`src/rtl/sti_pkg.sv`:
```
package sti_pkg;

    localparam int SRC_W       = 16;
    localparam int PERIOD_W    = 18;
    localparam int CFG_GLB_BIT = 14;

    localparam int BIT_FATAL   = 0;
    localparam int BIT_PARITY  = 1;
    localparam int BIT_PCMOUT  = 5;
    localparam int BIT_TIMER   = 12;
    localparam int BIT_MIDI    = 13;

    localparam logic [SRC_W-1:0] SRC_IMPL =
        SRC_W'(1 << BIT_FATAL) | SRC_W'(1 << BIT_PARITY) | SRC_W'(1 << BIT_PCMOUT) |
        SRC_W'(1 << BIT_TIMER) | SRC_W'(1 << BIT_MIDI);
    localparam logic [SRC_W-1:0] SRC_W1C = SRC_IMPL & ~SRC_W'(1 << BIT_TIMER);

    localparam int RA_W = 3;
    localparam logic [RA_W-1:0] RA_CFG   = 3'd0;
    localparam logic [RA_W-1:0] RA_SRC   = 3'd1;
    localparam logic [RA_W-1:0] RA_MASK  = 3'd2;
    localparam logic [RA_W-1:0] RA_TIMER = 3'd3;
    localparam logic [RA_W-1:0] RA_STIME = 3'd4;

    typedef enum logic {
        TS_IDLE = 1'b0,
        TS_RUN  = 1'b1
    } tmr_state_e;

endpackage

```
`src/rtl/sti_timer.sv`:
```
module sti_timer
    import sti_pkg::*;
#(
    parameter int P_W = PERIOD_W,
    parameter int ST_W = 32
) (
    input  logic            clk,
    input  logic            rst_n,
    input  logic            sample_tick,
    input  logic            load,
    input  logic [P_W-1:0]  load_val,
    output logic [P_W-1:0]  period_o,
    output logic [ST_W-1:0] stime_o,
    output logic            expire_o
);

    tmr_state_e     state_q, state_d;
    logic [P_W-1:0] period_q;
    logic [P_W-1:0] cnt_q;
    logic [ST_W-1:0] stime_q;
    logic           last_tick;

    // state register
    always_ff @(posedge clk) begin
        if (!rst_n) state_q <= TS_IDLE;
        else        state_q <= state_d;
    end

    // transitions: start, stop, reload, wrap
    always_comb begin
        state_d = state_q;
        unique case (state_q)
            TS_IDLE: if (load && load_val != '0) state_d = TS_RUN;
            TS_RUN:  if (load && load_val == '0) state_d = TS_IDLE;
            default: state_d = TS_IDLE;
        endcase
    end

    // outputs
    always_comb begin
        last_tick = (cnt_q == period_q - P_W'(1));
        expire_o  = 1'b0;
        unique case (state_q)
            TS_IDLE: expire_o = 1'b0;
            TS_RUN:  expire_o = sample_tick && !load && last_tick;
            default: expire_o = 1'b0;
        endcase
    end

    always_ff @(posedge clk) begin
        if (!rst_n) begin
            period_q <= '0;
            cnt_q    <= '0;
        end else if (load) begin
            period_q <= load_val;
            cnt_q    <= '0;
        end else if (state_q == TS_RUN && sample_tick) begin
            cnt_q <= last_tick ? '0 : cnt_q + P_W'(1);
        end
    end

    always_ff @(posedge clk) begin
        if (!rst_n)           stime_q <= '0;
        else if (sample_tick) stime_q <= stime_q + ST_W'(1);
    end

    assign period_o = period_q;
    assign stime_o  = stime_q;

    a_r7_zero_period_silent: assert property (@(posedge clk) disable iff (!rst_n)
        (period_q == '0) |-> !expire_o);
    a_r5_count_in_range: assert property (@(posedge clk) disable iff (!rst_n)
        (state_q == TS_RUN) |-> (cnt_q < period_q));
    a_r5_no_tick_no_move: assert property (@(posedge clk) disable iff (!rst_n)
        (!sample_tick && !load) |=> $stable(cnt_q));
    a_r11_stime_step: assert property (@(posedge clk) disable iff (!rst_n)
        sample_tick |=> (stime_q == $past(stime_q) + ST_W'(1)));

endmodule

```
`src/rtl/sti_pending.sv`:
```
module sti_pending
    import sti_pkg::*;
#(
    parameter int N = SRC_W
) (
    input  logic         clk,
    input  logic         rst_n,
    input  logic [N-1:0] ev,
    input  logic [N-1:0] clr,
    output logic [N-1:0] pend
);

    logic [N-1:0] pend_q;

    always_ff @(posedge clk) begin
        if (!rst_n) pend_q <= '0;
        else        pend_q <= (pend_q & ~clr) | ev;
    end

    assign pend = pend_q;

    for (genvar i = 0; i < N; i++) begin : g_chk
        a_r4_event_wins: assert property (@(posedge clk) disable iff (!rst_n)
            ev[i] |=> pend_q[i]);
        a_r3_clear_takes: assert property (@(posedge clk) disable iff (!rst_n)
            (clr[i] && !ev[i]) |=> !pend_q[i]);
        a_r2_sticky: assert property (@(posedge clk) disable iff (!rst_n)
            (pend_q[i] && !clr[i]) |=> pend_q[i]);
    end

endmodule

```
`src/rtl/sti_regbank.sv`:
```
module sti_regbank
    import sti_pkg::*;
#(
    parameter int ADDR_W = 4,
    parameter int DATA_W = 32,
    parameter int ST_W   = 32
) (
    input  logic              clk,
    input  logic              rst_n,
    input  logic [ADDR_W-1:0] bus_addr,
    input  logic [DATA_W-1:0] bus_wdata,
    input  logic              bus_wr,
    input  logic              bus_rd,
    output logic [DATA_W-1:0] bus_rdata,
    input  logic [SRC_W-1:0]  pend,
    input  logic [PERIOD_W-1:0] period,
    input  logic [ST_W-1:0]   stime,
    output logic              glb_en,
    output logic [SRC_W-1:0]  mask,
    output logic [SRC_W-1:0]  clr_vec,
    output logic              tmr_ack,
    output logic              tmr_load,
    output logic [PERIOD_W-1:0] tmr_load_val
);

    logic              hit;
    logic [RA_W-1:0]   ra;
    logic              glb_q;
    logic [SRC_W-1:0]  mask_q;
    logic [DATA_W-1:0] rd_val;
    logic [DATA_W-1:0] rdata_q;

    assign ra  = bus_addr[RA_W-1:0];
    assign hit = (bus_addr >> RA_W) == '0;

    always_ff @(posedge clk) begin
        if (!rst_n) begin
            glb_q  <= 1'b0;
            mask_q <= '0;
        end else if (bus_wr && hit) begin
            if (ra == RA_CFG)  glb_q  <= bus_wdata[CFG_GLB_BIT];
            if (ra == RA_MASK) mask_q <= bus_wdata[SRC_W-1:0] & SRC_IMPL;
        end
    end

    always_comb begin
        clr_vec      = '0;
        tmr_load     = 1'b0;
        tmr_ack      = 1'b0;
        tmr_load_val = bus_wdata[PERIOD_W-1:0];
        if (bus_wr && hit && ra == RA_SRC)   clr_vec  = bus_wdata[SRC_W-1:0] & SRC_W1C;
        if (bus_wr && hit && ra == RA_TIMER) tmr_load = 1'b1;
        if (bus_rd && hit && ra == RA_TIMER) tmr_ack  = 1'b1;
    end

    always_comb begin
        rd_val = '0;
        if (hit) begin
            case (ra)
                RA_CFG:   rd_val[CFG_GLB_BIT]    = glb_q;
                RA_SRC:   rd_val[SRC_W-1:0]      = pend;
                RA_MASK:  rd_val[SRC_W-1:0]      = mask_q;
                RA_TIMER: rd_val[PERIOD_W-1:0]   = period;
                RA_STIME: rd_val[ST_W-1:0]       = stime;
                default:  rd_val = '0;
            endcase
        end
    end

    always_ff @(posedge clk) begin
        if (!rst_n)      rdata_q <= '0;
        else if (bus_rd) rdata_q <= rd_val;
    end

    assign bus_rdata = rdata_q;
    assign glb_en    = glb_q;
    assign mask      = mask_q;

    a_r12_rdata_holds: assert property (@(posedge clk) disable iff (!rst_n)
        !bus_rd |=> $stable(rdata_q));
    a_r9_mask_unused_zero: assert property (@(posedge clk) disable iff (!rst_n)
        (mask_q & ~SRC_IMPL) == '0);

endmodule

```
`src/rtl/sti_irq_top.sv`:
```
module sti_irq_top
    import sti_pkg::*;
#(
    parameter int ADDR_W = 4,
    parameter int DATA_W = 32,
    parameter int ST_W   = 32
) (
    input  logic              clk,
    input  logic              rst_n,
    input  logic [ADDR_W-1:0] bus_addr,
    input  logic [DATA_W-1:0] bus_wdata,
    input  logic              bus_wr,
    input  logic              bus_rd,
    output logic [DATA_W-1:0] bus_rdata,
    input  logic              sample_tick,
    input  logic              ev_fatal,
    input  logic              ev_parity,
    input  logic              ev_pcmout,
    input  logic              ev_midi,
    output logic              irq_out
);

    logic [SRC_W-1:0]    ev_vec, clr_vec, pend, mask, clr_all;
    logic [PERIOD_W-1:0] period, load_val;
    logic [ST_W-1:0]     stime;
    logic                glb_en, tmr_ack, tmr_load, expire;

    sti_regbank #(.ADDR_W(ADDR_W), .DATA_W(DATA_W), .ST_W(ST_W)) u_regs (
        .clk(clk), .rst_n(rst_n), .bus_addr(bus_addr), .bus_wdata(bus_wdata),
        .bus_wr(bus_wr), .bus_rd(bus_rd), .bus_rdata(bus_rdata), .pend(pend),
        .period(period), .stime(stime), .glb_en(glb_en), .mask(mask),
        .clr_vec(clr_vec), .tmr_ack(tmr_ack), .tmr_load(tmr_load),
        .tmr_load_val(load_val)
    );

    sti_timer #(.P_W(PERIOD_W), .ST_W(ST_W)) u_tmr (
        .clk(clk), .rst_n(rst_n), .sample_tick(sample_tick), .load(tmr_load),
        .load_val(load_val), .period_o(period), .stime_o(stime), .expire_o(expire)
    );

    always_comb begin
        ev_vec             = '0;
        ev_vec[BIT_FATAL]  = ev_fatal;
        ev_vec[BIT_PARITY] = ev_parity;
        ev_vec[BIT_PCMOUT] = ev_pcmout;
        ev_vec[BIT_TIMER]  = expire;
        ev_vec[BIT_MIDI]   = ev_midi;
        clr_all            = clr_vec;
        clr_all[BIT_TIMER] = tmr_ack;
    end

    sti_pending #(.N(SRC_W)) u_pend (
        .clk(clk), .rst_n(rst_n), .ev(ev_vec), .clr(clr_all), .pend(pend)
    );

    assign irq_out = glb_en && ((pend & mask) != '0);

    a_r10_irq_needs_global: assert property (@(posedge clk) disable iff (!rst_n)
        irq_out |-> glb_en);
    a_r6_read_acks_timer: assert property (@(posedge clk) disable iff (!rst_n)
        (tmr_ack && !expire) |=> !pend[BIT_TIMER]);
    a_r3_no_w1c_on_timer: assert property (@(posedge clk) disable iff (!rst_n)
        (pend[BIT_TIMER] && !tmr_ack) |=> pend[BIT_TIMER]);

endmodule

```
`config.mk`:
```
export PLATFORM = sky130hd
export DESIGN_NAME = sti_irq_top
export DESIGN_NICKNAME = d
export VERILOG_FILES = /design/src/rtl/sti_pkg.sv /design/src/rtl/sti_timer.sv /design/src/rtl/sti_pending.sv /design/src/rtl/sti_regbank.sv /design/src/rtl/sti_irq_top.sv
export SDC_FILE = /design/constraint.sdc
export NUM_CORES = 1
export LEC_CHECK = 0
export BUFFER_PORTS_ARGS = -buffer_cell sky130_fd_sc_hd__clkbuf_2
export CAP_MARGIN = 20
export CELL_PAD_IN_SITES_DETAIL_PLACEMENT = 1
export CELL_PAD_IN_SITES_GLOBAL_PLACEMENT = 1
export CORE_AREA = 2 2 115 172
export DETAILED_ROUTE_END_ITERATION = 6
export DIE_AREA = 0 0 117 174
export GPL_TIMING_DRIVEN = 0
export HOLD_SLACK_MARGIN = 0.02
export MAX_ROUTING_LAYER = met4
export PLACE_DENSITY_LB_ADDON = 0.15
export SYNTH_ARGS = -nofsm -noshare
export SYNTH_HDL_FRONTEND = slang
export SYNTH_SLANG_ARGS = --single-unit
```
`constraint.sdc`:
```
create_clock -name clk -period 4.1 [get_ports clk]
set_input_delay 0.41 -clock clk [delete_from_list [all_inputs] [get_ports clk]]
set_output_delay 0.41 -clock clk [all_outputs]
set_load 0.02 [all_outputs]
```
==> results_dict.tcl, run 1 <==
set metrics [dict create \
    die_h_um 174 \
    p_int_mw 1.636 \
    cts.sinks 112 \
    grt_max_degree 21 \
    synth.distinct_cells 52 \
    criticalPathCategory "register to register" \
    antenna_left 0 \
    die_area_mm2 0.02036 \
    rows 62 \
    ctsHoldBuffers 0 \
    first_pass_iters 4 \
    setup_viol 0 \
    power.density_mw_per_mm2 338.6 \
    clk_latency_ns 0.37 \
    timing.final.crit_share_pct 84.13 \
    status "finished clean" \
    num-fill-cells 2293 \
    start_kind "register" \
    skew_ns 0.01147 \
    hpwl_um 14840 \
    yosysTopAreaCell "dfxtp_1" \
    synth_area_leaders "dfxtp_1 40%, nor2b_1 5.4%, xnor2_1 5.4%, nand2_1 4.7%, a22oi_1 3.9%" \
    crit_chain "inv_1 > ha_1 > or3b_1 > clkbuf_1 > or4_1 > a21oi_1 > a311oi_1 > or4_1 > buf_2 > nor3_4 > buf_6 > nor3_1" \
    worst_slew_pin_slew_ns 0.7860 \
    fin_nets 782 \
    cts.htree.levels 3 \
    cts-root-buf "clkbuf_16" \
    fin_util_pct 34.10 \
    postCtsSetupBuffers 0 \
    async_reset_ff_share_pct 0 \
    antennaDiodeCount 0 \
    dpl.cell_count 979 \
    cts.reportedPaths.clkPinSlew_ns 0.08 \
    grt_pass1_wl_um 28840 \
    cpMaxStageDelayCell "or4_1" \
    seqCellArea_mm2 0.002242 \
    power_leakage_nw 2.340 \
    routedWlPerCell_um 18.66 \
    cp_top_family "simple AND/OR/NAND/NOR gates" \
    seqPwrFrac_pct 50.5 \
    route.detailed.drc 0 \
    multi_input_area_mm2 0.003114 \
    num_vias 5005 \
    ir_drop_mv 0.1557 \
    area.growth.synth_to_final_pct 16.72 \
    vias_per_cell 5.030 \
    io_buffers 60 \
    p_comb_share_pct 6.5 \
    cp-end-kind "register" \
    finalNonFillerCells 995 \
    initial_core_util_pct 29.22 \
    synth_edf_count 0 \
    track_usage_pct 19.30 \
    grt_pass1_vias 5351 \
    core_mm2 0.01901 \
    cts_resized 0 \
    hp-class "primary input to register" \
    final_common_cell "dfxtp_1" \
    yosys_warnings 0 \
    rsz0062_at_grt "false" \
    initialDrtViolationCount 183 \
    critical_path_required_ns 4.33 \
    path_buf_inv 4 \
    finalMaxSlewViolations 0 \
    ys_seq_area_share_pct 40.38 \
    syn_area_per_cell_um2 8.375 \
    cp.arrival_ns 3.68 \
    cp_max_fo 10 \
    synth_area_mm2 0.005553 \
    final.min_clock_period_ns 3.449 \
    max_freq_mhz 289.9 \
    antenna_found_initial 0 \
    ios 78 \
    yosysTopAreaCellShare_pct 40.38 \
    syn-num-nets 711 \
    clockBufferDepth 2 \
    cts_tree "done" \
    cpPeakStageDelay_ns 0.56 \
    cts-buffers-inserted 9 \
    finalHoldViolations 0 \
    p_sw_mw 0.5580 \
    layout_common_cells "112 x dfxtp_1, 70 x nand2_1, 60 x clkbuf_2" \
    swShare_pct 25.43 \
    grt-ovfl-total 0 \
    ys_ff_latch 112 \
    drive_gt1_share_pct 12.18 \
    fp.dieW_um 117 \
    crit_top_cell "or4_1" \
    maxCapViolations 0 \
    synthesis.instances 663 \
    setup-tns-final_ns 0 \
    clockPowerShare_pct 42.9 \
    slew_headroom_pct 47.40 \
    place_congestion 0.8488 \
    yosys_most_used_dff "dfxtp_1" \
    routed_wl_um 18570 \
]
[synthesized netlist by cell type, types with 5 or more instances]
cell type    n
or4_1        6
nand2_1     70
xnor2_1     34
mux2_2       5
nor2_1      47
dfxtp_1    112
nand2b_1     5
nor4_1      11
xor2_1      23
inv_1        8
o21ai_0     11
nand3_1     16
or3_1        8
nand4_1     14
nor3_1      26
and2_1      32
clkbuf_1    36
a21boi_0    24
mux2i_1      9
nor2b_1     48
a21oi_1     35
and3_1       8
a22oi_1     29
[metrics by stage]
stage	setup slack [ns]	hold slack [ns]	cell area, um^2	power [mW]
6_report	0.6505	0.2759	6481	2.194
5_1_grt	0.4948	0.2970	6481	2.278
4_1_cts	0.6358	0.2752	6481	2.221
3_5_place_dp	0.6726	0.5124	6173	1.279
3_3_place_gp	0.7368	0.4932	6173	1.276
2_1_floorplan	1.219	0.4679	5553	1.216
[registers in the layout, indices dropped and copies added, names as in the netlist, named ones only]
register	count
u_regs.mask	5
u_tmr.cnt_q	18
u_tmr.stime_o	32
u_regs.bus_rdata	32
u_regs.glb_en	1
u_pend.pend	5
u_tmr.period_o	18
[area by class of cell]
| cell class | instances | area share, % |
|---|---|---|
| multi-input combinational | 502 | 48.05 |
| sequential | 112 | 34.59 |
| tap | 256 | 4.942 |
| timing repair buffer | 60 | 4.633 |
| clock buffer | 9 | 3.475 |
| buffer | 40 | 2.510 |
| clock inverter | 7 | 1.274 |
| inverter | 9 | 0.5212 |
[tightest hold or removal path, cell delays in order]
cell      delay, ns
clkbuf_2       0.08
a21oi_1        0.03
nor2b_1        0.09
[per-layer routing]
layer / vias up / global-route usage, % / wire, um / part of all wire, %
met1: 2464 / 19.07 / 7115 / 38
met4: 0 / 6.078 / 405 / 2.2
li1: 2455 / - / - / -
met2: 62 / 37.36 / 10610 / 57
met3: 24 / 2.964 / 433 / 2.3
met5: - / - / 0 / 0
[power by group through the flow]
stage | registers (mW) | logic, mW | clock network [mW]
after global placement | 1.13 | 0.142 | 0
after global routing | 1.11 | 0.157 | 1.01
after CTS | 1.11 | 0.145 | 0.967
final | 1.11 | 0.143 | 0.942
after detailed placement | 1.13 | 0.145 | 0
after floorplan | 1.13 | 0.0859 | 0
[kinds of logic (layout without fill, tap and decap cells)]
family / Yosys count / in the layout / share of synthesized area, %
simple gates: 306 / 306 / 29.04
buf+inv: 49 / 125 / 3.537
compound gates: 122 / 122 / 14.74
fa+ha+maj: 3 / 3 / 0.6761
xor+xnor: 57 / 57 / 8.991
mux: 14 / 14 / 2.636
flops: 112 / 112 / 40.38
[worst paths after layout]
| check | depth (start not counted) | to | slack, ns | start |
|---|---|---|---|---|
| min reg2reg | 2 | u_regs.bus_rdata[0] | 0.52 | u_regs.bus_rdata[0] |
| max reg2reg | 12 | u_tmr.cnt_q[15] | 0.65 | u_tmr.period_o[0] |
| min | 3 | u_pend.pend[5] | 0.28 | ev_pcmout |
| max | 12 | u_tmr.cnt_q[15] | 0.65 | u_tmr.period_o[0] |
(Power assumes the default switching activity.)
==> run 2: changes to the inputs <==
==> constraint.sdc (replaced) <==
create_clock -name clk -period 3.55 [get_ports clk]
set_input_delay 0.355 -clock clk [delete_from_list [all_inputs] [get_ports clk]]
set_output_delay 0.355 -clock clk [all_outputs]
set_load 0.02 [all_outputs]
==> run 2 against run 1 <==
  * Register-to-register slack worse by 0.49 ns
  * Global-route usage stayed put
  * Count of clock-buffer cells in the layout stayed put
  * Clock power is 16% higher
  * Clock skew about the same
  * Power is 16% higher
  * First-iteration DRC count fell by 9.3%
  * Sequential power grew 15%
  * Cell area up 0.25%
  * Sequential share of layout area fell by 0.067 points
  * Cell count is 0.20% higher
  * Combinational power rose by 16%
  * Critical path type unchanged
  * Critical endpoint unchanged
  * Highest routed layer unchanged
==> results_dict.tcl, run 2 (same netlist as run 1, synthesis figures left out) <==
set metrics [dict create \
    antennaDiodeCount 0 \
    clockBufferDepth 2 \
    hpwl_um 14840 \
    io_buffers 60 \
    cp-end-kind "register" \
    track_usage_pct 19.30 \
    grt_max_degree 21 \
    start_kind "register" \
    final_common_cell "dfxtp_1" \
    cts_tree "done" \
    worst_slew_pin_slew_ns 0.7653 \
    fin_nets 784 \
    cts.htree.levels 3 \
    vias_per_cell 5.013 \
    reg2reg_to "u_tmr.cnt_q[15]" \
    setup_viol 0 \
    die_area_mm2 0.02036 \
    maxCapViolations 0 \
    initialDrtViolationCount 166 \
    cts-buffers-inserted 9 \
    num_vias 4998 \
    clk_latency_ns 0.37 \
    num-fill-cells 2292 \
    ir_drop_mv 0.1793 \
    finalMaxSlewViolations 0 \
    crit_path_start "u_tmr.period_o[1]" \
    multi_input_area_mm2 0.003114 \
    highest_layer "met4" \
    timing.final.crit_share_pct 95.58 \
    rows 62 \
    routed-wl-met3_um 413 \
    wl_met1_um 7176 \
    seqCellArea_mm2 0.002243 \
    hp-class "primary input to register" \
    slew_headroom_pct 48.79 \
    critical_path_required_ns 3.78 \
    status "finished clean" \
    hp-start "ev_pcmout" \
    fin_util_pct 34.19 \
    first_pass_iters 4 \
    place_congestion 0.8488 \
    finalHoldViolations 0 \
    rsz0062_at_grt "false" \
    rr_worst_depth 12 \
    area.growth.synth_to_final_pct 17.01 \
    die_h_um 174 \
    grt-ovfl-total 0 \
    r2r_start "u_tmr.period_o[1]" \
    ios 78 \
    grt_pass1_wl_um 28840 \
    routedWlPerCell_um 18.66 \
    final.min_clock_period_ns 3.393 \
    antenna_left 0 \
    antenna_found_initial 0 \
    cts.reportedPaths.clkPinSlew_ns 0.08 \
    skew_ns 0.01177 \
    max_freq_mhz 294.7 \
    fp.dieW_um 117 \
    grt_pass1_vias 5351 \
    cp.arrival_ns 3.63 \
    layout_common_cells "111 x dfxtp_1, 70 x nand2_1, 60 x clkbuf_2" \
    cts.sinks 112 \
    criticalPathCategory "register to register" \
    cp-endpoint "u_tmr.cnt_q[15]" \
    initial_core_util_pct 29.22 \
    setup-tns-final_ns 0 \
    cp_max_fo 10 \
    route.detailed.drc 0 \
    power_leakage_nw 2.351 \
    cts-root-buf "clkbuf_16" \
    met2_length_um 10600 \
    routed_wl_um 18600 \
    drive_gt1_share_pct 12.55 \
    core_mm2 0.01901 \
    r2r_setup_slack_ns 0.16 \
    power.density_mw_per_mm2 390.1 \
]
run 2: critical path, cell delays in order (launching register included):
cell and delay [ns]:
dfxtp_1 0.41, inv_1 0.09, ha_1 0.18, or3b_1 0.35, clkbuf_1 0.20, or4_1 0.56, a21oi_1 0.15, a311oi_1 0.08
or4_1 0.53, buf_2 0.20, nor3_4 0.25, buf_6 0.19, nor3_1 0.07
run 2: worst min path at each step:
stage | end | slack [ns] | cells past startpoint
finish | u_pend.pend[5] | 0.22 | 3
global route | u_pend.pend[0] | 0.24 | 3
CTS | u_pend.pend[13] | 0.22 | 3
detailed placement | u_tmr.cnt_q[1] | 0.51 | 2
global placement | u_tmr.stime_o[10] | 0.49 | 2
floorplan | u_tmr.period_o[17] | 0.47 | 2
run 2: layer usage:
layer  global-route usage [%]  vias to the layer above
met5                        -                        -
met3                    2.964                       21
li1                         -                     2456
met4                    6.078                        0
met1                    19.07                     2466
met2                    37.36                       55
run 2: what timing repair did:
| action | in CTS | in global routing |
|---|---|---|
| endpoints found under the hold margin | 0 | 0 |
| endpoints found under the setup margin | 0 | 10 |
| resized for setup | 0 | 1 |
| buffers inserted | 0 | 2 |
| hold buffers | 0 | 0 |
run 2: where the power goes:
part / switching [mW] / leakage [nW] / internal [mW] / total (mW)
combinational: 0.104 / 1.30 / 0.0615 / 0.166
sequential: 0.0151 / 0.905 / 1.27 / 1.28
clock: 0.525 / 0.150 / 0.563 / 1.09
run 2: final cells by class:
type                            instances  area share, %
Clock inverter                          7          1.271
Sequential cell                       112          34.53
Timing Repair Buffer                   62          4.853
Buffer                                 40          2.503
Clock buffer                            9          3.466
Multi-Input combinational cell        502          47.93
Inverter                                9         0.5199
Tap cell                              256          4.930
run 2: metrics by stage:
stage / cell area [um^2] / worst slack (ns) / hold WS, ns / power, mW / instances
after floorplan: 5553 / 0.6688 / 0.4679 / 1.404 / 663
after global placement: 6173 / 0.1868 / 0.4932 / 1.474 / 979
after detailed placement: 6173 / 0.1226 / 0.5124 / 1.477 / 979
after CTS: 6481 / 0.08582 / 0.2202 / 2.565 / 995
after global routing: 6497 / 0.004189 / 0.2420 / 2.631 / 997
final: 6497 / 0.1569 / 0.2212 / 2.535 / 997
==> run 3: changes to the inputs <==
--- a/config.mk
+++ b/config.mk
@@ -16,6 +16,7 @@
 export HOLD_SLACK_MARGIN = 0.02
 export MAX_ROUTING_LAYER = met4
 export PLACE_DENSITY_LB_ADDON = 0.15
+export SETUP_SLACK_MARGIN = 0.2
 export SYNTH_ARGS = -nofsm -noshare
 export SYNTH_HDL_FRONTEND = slang
 export SYNTH_SLANG_ARGS = --single-unit
==> run 3 against run 2 <==
  * Core utilization grew 0.092 points
  * Global-route usage is essentially flat
  * Clock skew is essentially flat
  * Sequential share of layout area is essentially flat
  * Register-to-register slack gained 0.18 ns
  * First-iteration DRC count grew 16%
  * Via count grew 0.28%
  * Cell count is the same
==> results_dict.tcl, run 3 (same netlist as run 1, synthesis figures left out) <==
set metrics [dict create \
    antennaDiodeCount 0 \
    worstHoldPathCells 3 \
    fin_nets 784 \
    grt_pass1_vias 5347 \
    first_pass_iters 4 \
    antenna_left 0 \
    p_sw_mw 0.6461 \
    power_leakage_nw 2.359 \
    finalInstanceArea_mm2 0.006515 \
    ir_drop_mv 0.1794 \
    start_kind "register" \
    cts-root-buf "clkbuf_16" \
    final_common_cell "dfxtp_1" \
    place_congestion 0.8488 \
    area.growth.synth_to_final_pct 17.33 \
    layout_setup_ws_ns 0.3340 \
    hp-class "primary input to register" \
    route.detailed.drc 0 \
    cts-buffers-inserted 9 \
    setup-tns-final_ns 0 \
    layout_common_cells "110 x dfxtp_1, 70 x nand2_1, 60 x clkbuf_2" \
    p_comb_share_pct 6.5 \
    routedWlPerCell_um 18.77 \
    placed_area_mm2 0.006173 \
    swShare_pct 25.48 \
    power.density_mw_per_mm2 389.2 \
    routed_wl_um 18720 \
    rr_worst_depth 12 \
    status "finished clean" \
    cp-end-kind "register" \
    criticalPathCategory "register to register" \
    grt-ovfl-total 0 \
    cp.arrival_ns 3.45 \
    cts.htree.levels 3 \
    worst_slew_pin_slew_ns 0.7910 \
    finalMaxSlewViolations 0 \
    antenna_found_initial 0 \
    vias_per_cell 5.027 \
    seqPwrFrac_pct 50.5 \
    clockBufferDepth 2 \
    grt_pass1_wl_um 28840 \
    rows 62 \
    fp.dieW_um 117 \
    initialDrtViolationCount 192 \
    io_buffers 60 \
    drive_gt1_share_pct 12.96 \
    p_int_mw 1.889 \
    cts.reportedPaths.clkPinSlew_ns 0.08 \
    num_vias 5012 \
    clockPowerShare_pct 43.0 \
    maxCapViolations 0 \
    skew_ns 0.01180 \
    cts.sinks 112 \
    critical_path_required_ns 3.78 \
    cts_tree "done" \
    core_mm2 0.01901 \
    timing.final.crit_share_pct 90.59 \
    finalHoldViolations 0 \
    rsz0062_at_grt "false" \
    hpwl_um 14840 \
    fin_util_pct 34.28 \
    ctsHoldBuffers 0 \
    grt_max_degree 21 \
    track_usage_pct 19.31 \
    die_h_um 174 \
    initial_core_util_pct 29.22 \
    final.min_clock_period_ns 3.216 \
    slew_headroom_pct 47.07 \
    place_ws_ns 0.1226 \
    setup_viol 0 \
    die_area_mm2 0.02036 \
    clk_latency_ns 0.37 \
    max_freq_mhz 310.9 \
    cp_max_fo 8 \
    ios 78 \
]
run 3: cell count changes in the layout (fill, tap and decap cells not counted):
| cell | change |
|---|---|
| nor4_1 | -1 |
| dfxtp_1 | -1 |
| dfxtp_4 | +1 |
| clkbuf_1 | -1 |
| nor4_2 | +1 |
| buf_6 | +1 |
run 3: layer usage:
metal | GRT usage (%) | vias to the layer above | share of wire, %
met5 | - | - | 0
met4 | 6.078 | 0 | 2.3
met3 | 2.964 | 21 | 2.6
met2 | 37.36 | 71 | 57
met1 | 19.09 | 2465 | 38
li1 | - | 2455 | -
run 3: worst paths after layout:
kind / slack, ns / start / to
min: 0.22 / ev_pcmout / u_pend.pend[5]
max: 0.33 / u_tmr.period_o[0] / u_tmr.cnt_q[9]
max reg2reg: 0.33 / u_tmr.period_o[0] / u_tmr.cnt_q[9]
min reg2reg: 0.52 / u_tmr.cnt_q[1] / u_tmr.cnt_q[1]
run 3: timing repair:
item	CTS	global route
pin swaps	1	1
endpoints found under the setup margin	11	14
gates cloned	0	1
buffers inserted	1	0
gates resized for setup	2	10
run 3: power by group through the flow:
stage	logic, mW	registers (mW)	clock network (mW)
final	0.165	1.28	1.09
after global routing	0.182	1.28	1.17
after CTS	0.168	1.28	1.12
after detailed placement	0.167	1.31	0
after global placement	0.164	1.31	0
after floorplan	0.0992	1.30	0
run 3: cell type report:
cell class              instances  area (um^2)
well taps                     256        320.3
plain buffers                  40        166.4
clock buffers                   9        225.2
clock inverters                 7        82.58
flip-flops and latches        112         2247
inverters                       9        33.78
multi-input cells             502         3120
fillers                      2292        12490
repair buffers                 62        319.1
run 3: worst max-delay path, cell delays in order (launching register included):
cell      delay, ns
dfxtp_4        0.39
inv_1          0.06
ha_1           0.17
or3b_1         0.35
buf_2          0.18
or4_1          0.53
a21oi_1        0.15
a311oi_1       0.08
or4_1          0.54
buf_4          0.19
nor3_4         0.20
buf_6          0.18
nor3_1         0.05
run 3: through the flow:
| stage | hold WS [ns] | instances | total power, mW |
|---|---|---|---|
| after floorplan | 0.4679 | 663 | 1.404 |
| after global placement | 0.4932 | 979 | 1.474 |
| after detailed placement | 0.5124 | 979 | 1.477 |
| after CTS | 0.2202 | 996 | 2.565 |
| after global routing | 0.2420 | 997 | 2.630 |
| final | 0.2195 | 997 | 2.536 |
